[src/rtl/sir_unwrap_pkg.sv]
package sir_unwrap_pkg;
  typedef enum logic [2:0] {
    ST_IDLE,
    ST_OPEN,
    ST_BODY,
    ST_ESC,
    ST_DROP
  } rx_state_e;

  typedef struct packed {
    logic is_bof;
    logic is_eof;
    logic is_esc;
  } byte_class_t;

  localparam int unsigned ERR_BOF_IDX = 2;
  localparam int unsigned ERR_LEN_IDX = 4;
endpackage

[src/rtl/sir_byte_classify.sv]
module sir_byte_classify
  import sir_unwrap_pkg::*;
#(
  parameter int unsigned      DATA_W = 8,
  parameter logic [DATA_W-1:0] BOF   = 8'hC0,
  parameter logic [DATA_W-1:0] EOF   = 8'hC1,
  parameter logic [DATA_W-1:0] ESC   = 8'h7D,
  parameter bit               ESC_EN = 1'b1
) (
  input  logic [DATA_W-1:0] byte_i,
  output byte_class_t       cls_o
);
  assign cls_o.is_bof = (byte_i == BOF);
  assign cls_o.is_eof = (byte_i == EOF);

  generate
    if (ESC_EN) begin : g_esc
      assign cls_o.is_esc = (byte_i == ESC);
    end else begin : g_no_esc
      assign cls_o.is_esc = 1'b0;
    end
  endgenerate
endmodule

[src/rtl/sir_len_counter.sv]
module sir_len_counter #(
  parameter int unsigned CNT_W = 12
) (
  input  logic             clk_i,
  input  logic             rst_ni,
  input  logic             clr_i,
  input  logic             inc_i,
  input  logic [CNT_W-1:0] limit_i,
  output logic [CNT_W-1:0] cnt_o,
  output logic             full_o
);
  logic [CNT_W-1:0] cnt_q;

  always_ff @(posedge clk_i or negedge rst_ni) begin
    if (!rst_ni)    cnt_q <= '0;
    else if (clr_i) cnt_q <= '0;
    else if (inc_i) cnt_q <= cnt_q + 1'b1;
  end

  assign cnt_o  = cnt_q;
  assign full_o = (cnt_q >= limit_i);

  assert_inc_below_limit_R10: assert property (@(posedge clk_i) disable iff (!rst_ni)
    inc_i |-> !full_o);
  assert_count_step_R9: assert property (@(posedge clk_i) disable iff (!rst_ni)
    inc_i |=> cnt_o == $past(cnt_o) + 1'b1);
  assert_clear_zero_R9: assert property (@(posedge clk_i) disable iff (!rst_ni)
    clr_i |=> cnt_o == '0);
endmodule

[src/rtl/sir_unwrap_fsm.sv]
module sir_unwrap_fsm
  import sir_unwrap_pkg::*;
#(
  parameter int unsigned       DATA_W  = 8,
  parameter int unsigned       CNT_W   = 12,
  parameter int unsigned       ERR_W   = 8,
  parameter logic [DATA_W-1:0] ESC_XOR = 8'h20
) (
  input  logic              clk_i,
  input  logic              rst_ni,
  input  logic              en_i,
  input  logic [DATA_W-1:0] byte_i,
  input  logic              valid_i,
  input  byte_class_t       cls_i,
  input  logic              full_i,
  input  logic [CNT_W-1:0]  cnt_i,
  output logic              clr_o,
  output logic              inc_o,
  output logic [DATA_W-1:0] out_data_o,
  output logic              out_valid_o,
  output logic              out_sof_o,
  output logic              frame_end_o,
  output logic [CNT_W-1:0]  frame_len_o,
  output logic [ERR_W-1:0]  frame_err_o
);
  rx_state_e         state_q, state_d;
  logic [DATA_W-1:0] wr_data;
  logic              close;
  logic [ERR_W-1:0]  close_err;

  always_comb begin
    state_d   = state_q;
    clr_o     = 1'b0;
    inc_o     = 1'b0;
    wr_data   = byte_i;
    close     = 1'b0;
    close_err = '0;
    if (!en_i) begin
      state_d = ST_IDLE;
    end else if (valid_i) begin
      unique case (state_q)
        ST_IDLE: begin
          if (cls_i.is_bof) begin
            state_d = ST_OPEN;
            clr_o   = 1'b1;
          end
        end
        ST_DROP: begin
          if (cls_i.is_bof) begin
            state_d = ST_OPEN;
            clr_o   = 1'b1;
          end else if (cls_i.is_eof) begin
            state_d = ST_IDLE;
          end
        end
        ST_OPEN, ST_BODY, ST_ESC: begin
          if (cls_i.is_bof) begin
            clr_o   = 1'b1;
            state_d = ST_OPEN;
            if (state_q != ST_OPEN) begin
              close                  = 1'b1;
              close_err[ERR_BOF_IDX] = 1'b1;
            end
          end else if (cls_i.is_eof) begin
            close   = 1'b1;
            state_d = ST_IDLE;
          end else if (cls_i.is_esc && state_q != ST_ESC) begin
            state_d = ST_ESC;
          end else begin
            wr_data = (state_q == ST_ESC) ? (byte_i ^ ESC_XOR) : byte_i;
            if (full_i) begin
              close                  = 1'b1;
              close_err[ERR_LEN_IDX] = 1'b1;
              state_d                = ST_DROP;
            end else begin
              inc_o   = 1'b1;
              state_d = ST_BODY;
            end
          end
        end
        default: state_d = ST_IDLE;
      endcase
    end
  end

  always_ff @(posedge clk_i or negedge rst_ni) begin
    if (!rst_ni) begin
      state_q     <= ST_IDLE;
      out_data_o  <= '0;
      out_valid_o <= 1'b0;
      out_sof_o   <= 1'b0;
      frame_end_o <= 1'b0;
      frame_len_o <= '0;
      frame_err_o <= '0;
    end else begin
      state_q     <= state_d;
      out_valid_o <= inc_o;
      out_sof_o   <= inc_o && (cnt_i == '0);
      frame_end_o <= close;
      if (inc_o) out_data_o <= wr_data;
      if (close) begin
        frame_len_o <= cnt_i;
        frame_err_o <= close_err;
      end
    end
  end

  assert_disabled_quiet_R2: assert property (@(posedge clk_i) disable iff (!rst_ni)
    !en_i |=> (!out_valid_o && !frame_end_o));
  assert_close_no_data_R7: assert property (@(posedge clk_i) disable iff (!rst_ni)
    !(out_valid_o && frame_end_o));
  assert_sof_with_data_R4: assert property (@(posedge clk_i) disable iff (!rst_ni)
    out_sof_o |-> out_valid_o);
  assert_single_err_R8: assert property (@(posedge clk_i) disable iff (!rst_ni)
    frame_end_o |-> $countones(frame_err_o) <= 1);
  assert_idle_no_write_R3: assert property (@(posedge clk_i) disable iff (!rst_ni)
    (state_q == ST_IDLE) |-> !inc_o);
endmodule

[src/rtl/sir_rx_unwrap.sv]
module sir_rx_unwrap
  import sir_unwrap_pkg::*;
#(
  parameter int unsigned DATA_W = 8,
  parameter int unsigned CNT_W  = 12,
  parameter int unsigned ERR_W  = 8,
  parameter logic [DATA_W-1:0] BOF     = 8'hC0,
  parameter logic [DATA_W-1:0] EOF     = 8'hC1,
  parameter logic [DATA_W-1:0] ESC     = 8'h7D,
  parameter logic [DATA_W-1:0] ESC_XOR = 8'h20,
  parameter bit                ESC_EN  = 1'b1
) (
  input  logic                clk_i,
  input  logic                rst_ni,
  input  logic                sir_mode_i,
  input  logic                filt_en_i,
  input  logic                filt_test_i,
  input  logic [CNT_W-1:0]    max_len_i,
  input  logic [DATA_W-1:0]   rx_byte_i,
  input  logic                rx_valid_i,
  output logic [DATA_W-1:0]   out_data_o,
  output logic                out_valid_o,
  output logic                out_sof_o,
  output logic                frame_end_o,
  output logic [CNT_W-1:0]    frame_len_o,
  output logic [ERR_W-1:0]    frame_err_o,
  output logic [CNT_W-1:0]    byte_cnt_o,
  output logic [2*DATA_W-1:0] flag_reg_o
);
  byte_class_t      cls;
  logic             en, clr, inc, full;
  logic [CNT_W-1:0] cnt;

  assign en         = (sir_mode_i && filt_en_i) || filt_test_i;
  assign flag_reg_o = {EOF, BOF};
  assign byte_cnt_o = cnt;

  sir_byte_classify #(
    .DATA_W(DATA_W), .BOF(BOF), .EOF(EOF), .ESC(ESC), .ESC_EN(ESC_EN)
  ) u_classify (
    .byte_i(rx_byte_i),
    .cls_o (cls)
  );

  sir_len_counter #(.CNT_W(CNT_W)) u_len (
    .clk_i  (clk_i),
    .rst_ni (rst_ni),
    .clr_i  (clr),
    .inc_i  (inc),
    .limit_i(max_len_i),
    .cnt_o  (cnt),
    .full_o (full)
  );

  sir_unwrap_fsm #(
    .DATA_W(DATA_W), .CNT_W(CNT_W), .ERR_W(ERR_W), .ESC_XOR(ESC_XOR)
  ) u_fsm (
    .clk_i      (clk_i),
    .rst_ni     (rst_ni),
    .en_i       (en),
    .byte_i     (rx_byte_i),
    .valid_i    (rx_valid_i),
    .cls_i      (cls),
    .full_i     (full),
    .cnt_i      (cnt),
    .clr_o      (clr),
    .inc_o      (inc),
    .out_data_o (out_data_o),
    .out_valid_o(out_valid_o),
    .out_sof_o  (out_sof_o),
    .frame_end_o(frame_end_o),
    .frame_len_o(frame_len_o),
    .frame_err_o(frame_err_o)
  );

  assert_len_within_limit_R10: assert property (@(posedge clk_i) disable iff (!rst_ni)
    (frame_end_o && frame_err_o[ERR_LEN_IDX]) |-> frame_len_o == $past(max_len_i));
endmodule

[config.mk]
export PLATFORM = sky130hd
export DESIGN_NAME = sir_rx_unwrap
export DESIGN_NICKNAME = d
export VERILOG_FILES = /design/src/rtl/sir_unwrap_pkg.sv /design/src/rtl/sir_byte_classify.sv /design/src/rtl/sir_len_counter.sv /design/src/rtl/sir_unwrap_fsm.sv /design/src/rtl/sir_rx_unwrap.sv
export SDC_FILE = /design/constraint.sdc
export NUM_CORES = 1
export LEC_CHECK = 0
export ABC_AREA = 1
export BUFFER_PORTS_ARGS = -buffer_cell sky130_fd_sc_hd__buf_2
export CAP_MARGIN = 10
export CORE_MARGIN = 5
export CORE_UTILIZATION = 35
export CTS_CLUSTER_DIAMETER = 100
export DETAILED_ROUTE_END_ITERATION = 6
export GPL_TIMING_DRIVEN = 0
export SYNTH_ARGS = -nofsm -noshare
export SYNTH_HDL_FRONTEND = slang
export SYNTH_SLANG_ARGS = --single-unit
[constraint.sdc]
create_clock -name clk_i -period 3.9 [get_ports clk_i]
set_clock_uncertainty 0.2 [all_clocks]
set_input_delay 0.78 -clock clk_i [delete_from_list [all_inputs] [get_ports clk_i]]
set_output_delay 0.78 -clock clk_i [all_outputs]
set_load 0.005 [all_outputs]
==> results of run 1 <==
==> cells by family after synthesis <==
| family | Yosys count |
|---|---|
| flip-flops | 40 |
| adder cells (fa/ha/maj) | 14 |
| buffers and inverters | 65 |
| AND/OR/NAND/NOR | 181 |
| other | 2 |
| XOR/XNOR | 9 |
| AO/OA/AOI/OAI | 19 |
==> state kept, by name, indices dropped and copies added, names as in the netlist <==
signal / count
u_fsm.frame_len_o: 12
u_len.cnt_o: 12
u_fsm.out_data_o: 8
u_fsm.state_q: 3
u_fsm.frame_err_o: 2
u_fsm.frame_end_o: 1
u_fsm.out_sof_o: 1
u_fsm.out_valid_o: 1
==> layout by cell type (no fill, tap or decap), drive strengths merged <==
cell	count
bufinv	1
xnor2	2
conb	22
nand3b	8
a21oi	5
nand3	44
nor4b	1
nor3	5
inv	32
nor2	18
clkinv	2
a21o	2
dfrtp	40
nand2	100
nand4	3
clkinvlp	1
nor4	2
o211ai	3
ha	14
o21ai	9
clkbuf	9
buf	90
xor2	7
==> how the worst min path moves through the flow <==
| stage | from | end | slack (ns) | depth (start not counted) |
|---|---|---|---|---|
| floorplan | u_fsm.out_data_o[4] | u_fsm.out_data_o[4] | 0.26 | 2 |
| global placement | u_fsm.frame_len_o[4] | u_fsm.frame_len_o[4] | 0.25 | 2 |
| detailed placement | u_fsm.frame_len_o[2] | u_fsm.frame_len_o[2] | 0.25 | 2 |
| CTS | u_fsm.frame_len_o[2] | u_fsm.frame_len_o[2] | 0.27 | 2 |
| global route | u_fsm.frame_len_o[4] | u_fsm.frame_len_o[4] | 0.28 | 2 |
| finish | u_fsm.frame_len_o[2] | u_fsm.frame_len_o[2] | 0.27 | 2 |
==> per-stage QoR <==
| step | cell area [sq um] | setup WS [ns] | utilization (%) |
|---|---|---|---|
| global route | 3210 | 1.36 | 44.5 |
| floorplan | 2660 | 1.52 | - |
| CTS | 3210 | 1.52 | 44.5 |
| finish | 3210 | 1.54 | 44.5 |
| global placement | 3100 | 1.23 | 42.9 |
| detailed placement | 3100 | 1.22 | 42.9 |
==> final cells by class <==
cell class                      count  area (sq um)
Buffer                             32           235
Inverter                           33           126
Timing Repair Buffer               62           310
Clock inverter                      3          42.5
Sequential cell                    40          1000
Tap cell                           99           124
Fill cell                         757          4010
Clock buffer                        5          68.8
Multi-Input combinational cell    245          1300
==> routing by layer <==
metal	track usage (%)	wire (um)
met3	2.89	460
met5	0	0
met1	17.4	2660
met2	22.7	2760
met4	3.32	49
==> worst register-to-register path: cells and delay by family, from the launching register on <==
family	cells	cell delay [ns]
fa+ha+maj	1	0.30
buf+inv	2	0.33
flops	1	0.51
simple gates	11	0.90
==> power breakdown <==
part | switching, mW | internal (mW) | total [mW]
Combinational | 0.322 | 0.272 | 0.594
Clock | 0.149 | 0.189 | 0.338
Sequential | 0.129 | 0.530 | 0.659
==> results.yml, run 1 <==
floorplanning:
  ios: 85
  design.die.area_sq_mm: 0.00922
  design.core.area_sq_mm: 0.00721
  die_outline_height_um: 96
  width_of_the_die_um: 96
  fp-row-count: 31
  initial_core_utilization_pct: 35.9
routing:
  routed_wire_per_std_cell_um: 11.4
  dr_total_vias: 2287
  number_of_drc_markers_in_iteration_0: 93
  postRouteAntennaNets: 0
  via_per_inst: 4.41
  drc: 0
  detail_route.first_pass.iterations: 4
  drt-total-wl_mm: 5.93
logic_synthesis:
  netlist.top_cell.by_area: "dfrtp_1"
  synth_seq_cells: 40
  yosys.area_share.xor_xnor_pct: 3.04
  seq_area_frac_synth_pct: 38.7
  synth_compound_area_share_pct: 4.74
  yosysWarningCount: 0
  synth_cell_type_count: 32
  netlist_area_sq_mm: 0.00259
  synthMuxAreaShare_pct: 0
  ys_async_sr_fraction_pct: 100
  netlist.area_leader.share_pct: 38.7
  synth.top_cells.by_area: "dfrtp_1 (39%), nand2_1 (14%), nand3_1 (8.3%), ha_1 (6.8%), buf_4 (6.4%)"
  synth-main-ff-cell: "dfrtp_1"
  count_of_flip_flops_with_a_built_in_enable_after_synthesis: 0
  synthAdderAreaFrac_pct: 6.77
  synth_top_cells_by_count: "nand2_1 (96), nand3_1 (43), dfrtp_1 (40)"
  synth.avg_cell_area_sq_um: 7.84
  synthesis.instances: 330
  synth.most_common_cell: "nand2_1"
  largest_family_of_logic_cells_by_synthesized_area: "simple AND/OR/NAND/NOR gates"
  simple_gate_portion_of_the_synthesized_area_pct: 32.5
setup_path:
  worst_r2r_path_depth: 14
  worst_setup_path_endpoint: "u_fsm.frame_err_o[4]"
  worst-path-buf-inv: 4
  worst_r2r_endpoint: "u_fsm.frame_err_o[4]"
  crit_required_ns: 3.87
  timing.critical_path.slowest_stage_cell: "ha_1"
  timing.critical_path.cells: "buf_2, inv_1, ha_1, nand2_1, nor2_1, inv_1, nor2_1, nand2_1, nand2_2, nand2_1, nand2_2, nand2_2, buf_6, nand2_1, nand2_1"
  worstSetupStartpointType: "input pin"
  data_arrival_time_of_the_worst_path_ns: 2.33
  cp-end-kind: "flip-flop"
  worstSetupPathType: "in2reg"
  cp_slowest_stage_delay_ns: 0.28
  largest_delay_contributor_family_on_the_critical_path: "simple AND/OR/NAND/NOR gates"
  worstSetupPathDepth: 15
  rr_startpoint: "u_len.cnt_o[0]"
  worstSetupStartpoint: "max_len_i[11]"
  rrSetupSlack_ns: 1.58
  cp_common_cell: "nand2_1"
  cp_max_fo: 10
clocking:
  tritoncts_clock_tree: "done"
  clk_transition_reported_paths_ns: 0.08
  clockRootBuffer: "clkbuf_8"
  cts_buffers: 5
  post_cts_buffers: 0
  hold_buffers: 0
  numClockSinks: 40
  cts_repair_resize_count: 0
  clk_latency_ns: 0.29
  clk_path_buf_depth: 2
  htree_num_levels: 2
power:
  power.static_leakage_nw: 1.86
  max-vdd-ir-drop_v: 0.000255
  finalPower_mw: 1.59
  power.density_cell_area_mw_per_mm2: 496
placement:
  dp.cells: 511
  dp.final_hpwl_mm: 4.68
  placement.io_buffers: 62
  place.gp.congestion: 0.830
sta:
  relSlewSlack_pct: 37.9
  min_cycle_time_layout_ns: 2.36
  hold_slack_ns: 0.269
  fmax_mhz: 424
  final.period_utilization_pct: 60.5
  hold_viol_final: 0
  timing.final.setup_violations: 0
  slew_violations: 0
  setup_tns_ns: 0
  tightest_pin_transition_ns: 0.931
  grt_setup_unrepaired: "false"
final_layout:
  share_of_cells_above_drive_strength_1_pct: 27.6
  syn_to_final_growth_pct: 24.0
  post_layout_nonfiller_instances: 519
  final_nets: 459
  antenna_cells_inserted: 0
min_path:
  holdCritPathClass: "reg2reg"
global_routing:
  grt_start_max_net_pins: 41
  number_of_antenna_violations_at_the_first_check_in_global_routing: 0
  grt.total_usage_pct: 13.4
  global_route_wire_length_before_repair_mm: 9.89
  first_global_vias: 2166
  overflow: 0
run_status:
  result_of_the_run: "complete, no violations"
flow_run:
  cap_viol_max_count: 0
(Power assumes the default switching activity.)
==> run 2: changes to the inputs <==
- ABC_AREA: 1 -> 0
- clock period: 3.9 -> 2.2 ns (I/O delays scaled with it)
==> results.yml, run 2 <==
final_layout:
  post_layout_nonfiller_instances: 420
  area_used_by_multi_input_combinational_logic_sq_mm: 0.00146
  filler_cell_count: 578
  most_used_cells_in_the_layout_excluding_fill_and_tap_cells: "buf_2 (62), buf_4 (40), dfrtp_1 (28)"
  mostFrequentLayoutCell: "buf_2"
  antenna_cells_inserted: 0
  final_nets: 382
  share_of_cells_above_drive_strength_1_pct: 56.9
  seq_area_sq_mm: 0.00102
  syn_to_final_growth_pct: 51.8
logic_synthesis:
  synth.most_common_cell: "dfrtp_1"
  synth_cell_type_count: 48
  ys_async_sr_fraction_pct: 100
  netlist.top_cell.by_area: "dfrtp_1"
  seq_area_frac_synth_pct: 42.9
  netlist_area_sq_mm: 0.00233
  synth_seq_cells: 40
  count_of_flip_flops_with_a_built_in_enable_after_synthesis: 0
  synth-main-ff-cell: "dfrtp_1"
  synthesis.instances: 226
  netlist.area_leader.share_pct: 42.9
  yosysWarningCount: 0
  synth_top_cells_by_count: "dfrtp_1 (40), buf_4 (22), mux2_2 (20)"
  synth.top_cells.by_area: "dfrtp_1 (43%), mux2_2 (9.7%), ha_1 (7.5%), buf_4 (7.1%), a21oi_1 (3.0%)"
  synth.avg_cell_area_sq_um: 10.3
routing:
  drc: 0
  detail_route.first_pass.iterations: 4
  via_per_inst: 4.96
  routed_wire_per_std_cell_um: 15.3
  number_of_drc_markers_in_iteration_0: 91
  postRouteAntennaNets: 0
  drt-total-wl_mm: 6.41
  dr_total_vias: 2084
flow_run:
  cap_viol_max_count: 0
clocking:
  clk_transition_reported_paths_ns: 0.08
  htree_num_levels: 2
  cts_buffers: 5
  numClockSinks: 40
  tritoncts_clock_tree: "done"
  clockRootBuffer: "clkbuf_8"
  clk_latency_ns: 0.30
  clk_path_buf_depth: 2
setup_path:
  worstSetupPathType: "reg2reg"
  data_arrival_time_of_the_worst_path_ns: 2.56
  cp_max_fo: 8
  cp-end-kind: "flip-flop"
  crit_required_ns: 2.22
  worstSetupStartpointType: "flip-flop"
floorplanning:
  die_outline_height_um: 91.6
  width_of_the_die_um: 91.6
  design.core.area_sq_mm: 0.00642
  initial_core_utilization_pct: 36.3
  design.die.area_sq_mm: 0.00840
  ios: 85
  fp-row-count: 29
power:
  max-vdd-ir-drop_v: 0.000308
  power.density_cell_area_mw_per_mm2: 427
  power.static_leakage_nw: 1.85
sta:
  finalWorstSetupSlack_ns: -0.333
  min_cycle_time_layout_ns: 2.53
  relSlewSlack_pct: 38.9
  hold_viol_final: 0
  final.period_utilization_pct: 115
  hold_slack_ns: 0.0767
  timing.final.setup_violations: 34
  fmax_mhz: 395
  grt_setup_unrepaired: "true"
  tightest_pin_transition_ns: 0.916
  slew_violations: 0
placement:
  place.gp.congestion: 0.843
  dp.final_hpwl_mm: 4.16
  placement.io_buffers: 62
  dpl_worst_slack_ns: -0.599
  dp.cells: 385
run_status:
  failed_checks: "negative setup slack"
  result_of_the_run: "finished with violations"
global_routing:
  grt.total_usage_pct: 15.1
  grt_start_max_net_pins: 41
  global_route_wire_length_before_repair_mm: 10.1
  number_of_antenna_violations_at_the_first_check_in_global_routing: 0
  first_global_vias: 1993
  overflow: 0
min_path:
  holdCritPathClass: "in2async"
[run 2: report_power, final]
part	switching [mW]	internal (mW)
clock	0.264	0.251
sequential	0.0127	0.755
combinational	0.109	0.122
total	0.386	1.13
[run 2: worst paths after layout]
path / startpoint / to / slack (ns) / cells after the start
worst max-delay path: u_len.cnt_o[0] / u_len.cnt_o[7] / -0.33 / 9
worst min-delay path: rst_ni / u_fsm.frame_len_o[6] / 0.08 / 1
worst max register to register: u_len.cnt_o[0] / u_len.cnt_o[7] / -0.33 / 9
worst min register to register: u_fsm.frame_len_o[9] / u_fsm.frame_len_o[9] / 0.31 / 1
max in group asynchronous: rst_ni / u_len.cnt_o[0] / 1.09 / 1
min in group clk_i: rx_byte_i[1] / u_fsm.out_data_o[1] / 0.19 / 2
[run 2: cell type report]
class / instances / share of cell area [%]
tap: 77 / 2.72
sequential: 40 / 28.7
buffer: 27 / 6.93
multi-input combinational: 161 / 41.1
clock buffer: 6 / 2.33
timing repair buffer: 89 / 16.0
inverter: 18 / 1.98
clock inverter: 2 / 0.283
[run 2: layer usage]
layer	wire, um	part of all wire (%)	vias up	GRT usage, %
li1	-	-	1001	-
met1	2790	44	997	18.9
met2	3030	47	77	25.1
met3	481	7.5	9	4.58
met4	106	1.7	0	4.77
met5	0	0	-	0
[run 2: kinds of logic (layout without fill, tap and decap cells)]
| group | count (synthesis) | in the layout | share of synthesized area [%] |
|---|---|---|---|
| other | 2 | 22 | 0.322 |
| buffers and inverters | 45 | 142 | 11.3 |
| AOI/OAI and AO/OA | 42 | 42 | 11.6 |
| xor gates and xnor gates | 1 | 1 | 0.376 |
| and+or+nand+nor | 60 | 60 | 15.5 |
| DFF | 40 | 40 | 42.9 |
| adders and majority gates | 14 | 14 | 7.51 |
| muxes | 22 | 22 | 10.5 |
[run 2: worst max-delay path, cell delays in order (launching register included)]
cell and delay (ns):
dfrtp_2 0.41, inv_2 0.07, ha_4 0.19, nor3b_2 0.14, o21ai_1 0.11, o2bb2ai_2 0.16, or3_1 0.37, buf_6 0.17
or4_4 0.51, a21oi_2 0.13
[run 2: metrics by stage]
step	cell area [sq um]	util (%)	setup TNS (ns)	power, mW
after global placement	2930	45.5	-14.37	0.967
after CTS	3390	52.9	-11.34	1.52
after detailed placement	2930	45.5	-15.19	0.972
after floorplan	2520	-	-3.88	0.891
after global routing	3540	55.1	-10.69	1.59
final	3540	55.1	-7.62	1.51
[run 2: what timing repair did]
item	4_1_cts	5_1_grt
hold endpoints to repair	0	0
pin swaps	16	15
gates resized for setup	42	20
setup endpoints to repair	37	39
cloned	2	0
hold buffers	0	0
buffers inserted	20	5
==> run 3: changes to the inputs <==
- RECOVER_POWER: not set -> 50
==> results.yml, run 3 (same netlist as run 2, synthesis figures left out) <==
power:
  power.density_cell_area_mw_per_mm2: 427
  max-vdd-ir-drop_v: 0.000308
  power.static_leakage_nw: 1.85
setup_path:
  cp-end-kind: "flip-flop"
  worstSetupStartpoint: "u_len.cnt_o[0]"
  cp_max_fo: 8
  data_arrival_time_of_the_worst_path_ns: 2.56
  crit_required_ns: 2.22
  worstSetupStartpointType: "flip-flop"
  rr_startpoint: "u_len.cnt_o[0]"
  worstSetupPathType: "reg2reg"
clocking:
  clk_transition_reported_paths_ns: 0.08
  clockRootBuffer: "clkbuf_8"
  numClockSinks: 40
  cts_buffers: 5
  htree_num_levels: 2
  hold_buffers: 0
  clk_path_buf_depth: 2
  tritoncts_clock_tree: "done"
  clk_latency_ns: 0.30
sta:
  hold_viol_final: 0
  slew_violations: 0
  min_cycle_time_layout_ns: 2.53
  setup_tns_ns: -7.62
  timing.final.setup_violations: 34
  tightest_pin_transition_ns: 1.03
  finalWorstSetupSlack_ns: -0.333
  relSlewSlack_pct: 31.6
  grt_setup_unrepaired: "true"
  fmax_mhz: 395
  final.period_utilization_pct: 115
routing:
  dr_total_vias: 2084
  number_of_drc_markers_in_iteration_0: 91
  drt-total-wl_mm: 6.41
  detail_route.first_pass.iterations: 4
  routed_wire_per_std_cell_um: 15.3
  via_per_inst: 4.96
  drc: 0
  postRouteAntennaNets: 0
run_status:
  result_of_the_run: "finished with violations"
  failed_checks: "negative setup slack"
global_routing:
  number_of_antenna_violations_at_the_first_check_in_global_routing: 0
  overflow: 0
  grt_start_max_net_pins: 41
  global_route_wire_length_before_repair_mm: 10.1
  grt.total_usage_pct: 15.1
  first_global_vias: 1993
placement:
  place.gp.congestion: 0.843
  dpl_worst_slack_ns: -0.599
  dp.cells: 385
  placement.io_buffers: 62
  placed_cell_areas_sq_mm: 0.00293
  dp.final_hpwl_mm: 4.16
final_layout:
  most_used_cells_in_the_layout_excluding_fill_and_tap_cells: "buf_2 (61), buf_4 (40), dfrtp_1 (28)"
  stdcell_area_sq_mm: 0.00354
  antenna_cells_inserted: 0
  filler_cell_count: 578
  share_of_cells_above_drive_strength_1_pct: 56.9
  seq_area_sq_mm: 0.00102
  mostFrequentLayoutCell: "buf_2"
  area_used_by_multi_input_combinational_logic_sq_mm: 0.00146
  post_layout_nonfiller_instances: 420
  syn_to_final_growth_pct: 51.8
  final_nets: 382
floorplanning:
  fp-row-count: 29
  design.die.area_sq_mm: 0.00840
  design.core.area_sq_mm: 0.00642
  die_outline_height_um: 91.6
  ios: 85
  initial_core_utilization_pct: 36.3
  width_of_the_die_um: 91.6
flow_run:
  cap_viol_max_count: 0
min_path:
  holdCritPathClass: "in2async"
run 3: changes by cell type in the layout (fill, tap and decap cells not counted):
cell	before	now
buf_2	62	61
clkbuf_2	0	1
run 3: path summary, 6_finish.rpt:
| path | to | cells after the start | slack [ns] |
|---|---|---|---|
| max | u_len.cnt_o[7] | 9 | -0.33 |
| min | u_fsm.frame_len_o[6] | 1 | 0.11 |
| min reg2reg | u_fsm.frame_len_o[9] | 1 | 0.31 |
| max reg2reg | u_len.cnt_o[7] | 9 | -0.33 |
| min in group clk_i | u_fsm.out_data_o[1] | 2 | 0.19 |
| max in group asynchronous | u_len.cnt_o[0] | 1 | 0.99 |
run 3: where the power goes:
group	total, mW	internal, mW	switching, mW	leakage, nW
logic	0.230	0.122	0.109	1.27
clock network	0.515	0.251	0.264	0.0510
registers	0.768	0.755	0.0127	0.529
run 3: layer usage:
metal  track usage [%]  wire (um)  share of wire (%)
met1              18.9       2790                 44
met2              25.1       3030                 47
met3              4.58        481                7.5
met4              4.77        106                1.7
met5                 0          0                  0
run 3: layout make-up:
| type | count | area share [%] |
|---|---|---|
| clock buffer | 6 | 2.33 |
| sequential | 40 | 28.7 |
| tap | 77 | 2.72 |
| buffer | 27 | 6.93 |
| inverter | 18 | 1.98 |
| multi-input combinational | 161 | 41.1 |
| timing repair buffer | 89 | 16.0 |
| clock inverter | 2 | 0.283 |
run 3: repair_timing:
item                                    4_1_cts  5_1_grt
gates cloned                                  2        0
endpoints found under the setup margin       37       39
endpoints found under the hold margin         0        0
pin swaps                                    16       15
buffers inserted                             20        5
resized for setup                            42       20
run 3: per-stage QoR:
stage                     power [mW]  utilization, %  hold WS [ns]
after detailed placement       0.972            45.5         0.275
after global routing            1.59            55.1         0.191
after global placement         0.967            45.5         0.265
final                           1.51            55.1         0.113
after CTS                       1.52            52.9         0.113
after floorplan                0.891               -       -0.0556
run 3: worst max-delay path, stage by stage, from the launching register on:
cell and delay (ns):
dfrtp_2 0.41, inv_2 0.07, ha_4 0.19, nor3b_2 0.14, o21ai_1 0.11, o2bb2ai_2 0.16
or3_1 0.37, buf_6 0.17, or4_4 0.51, a21oi_2 0.13
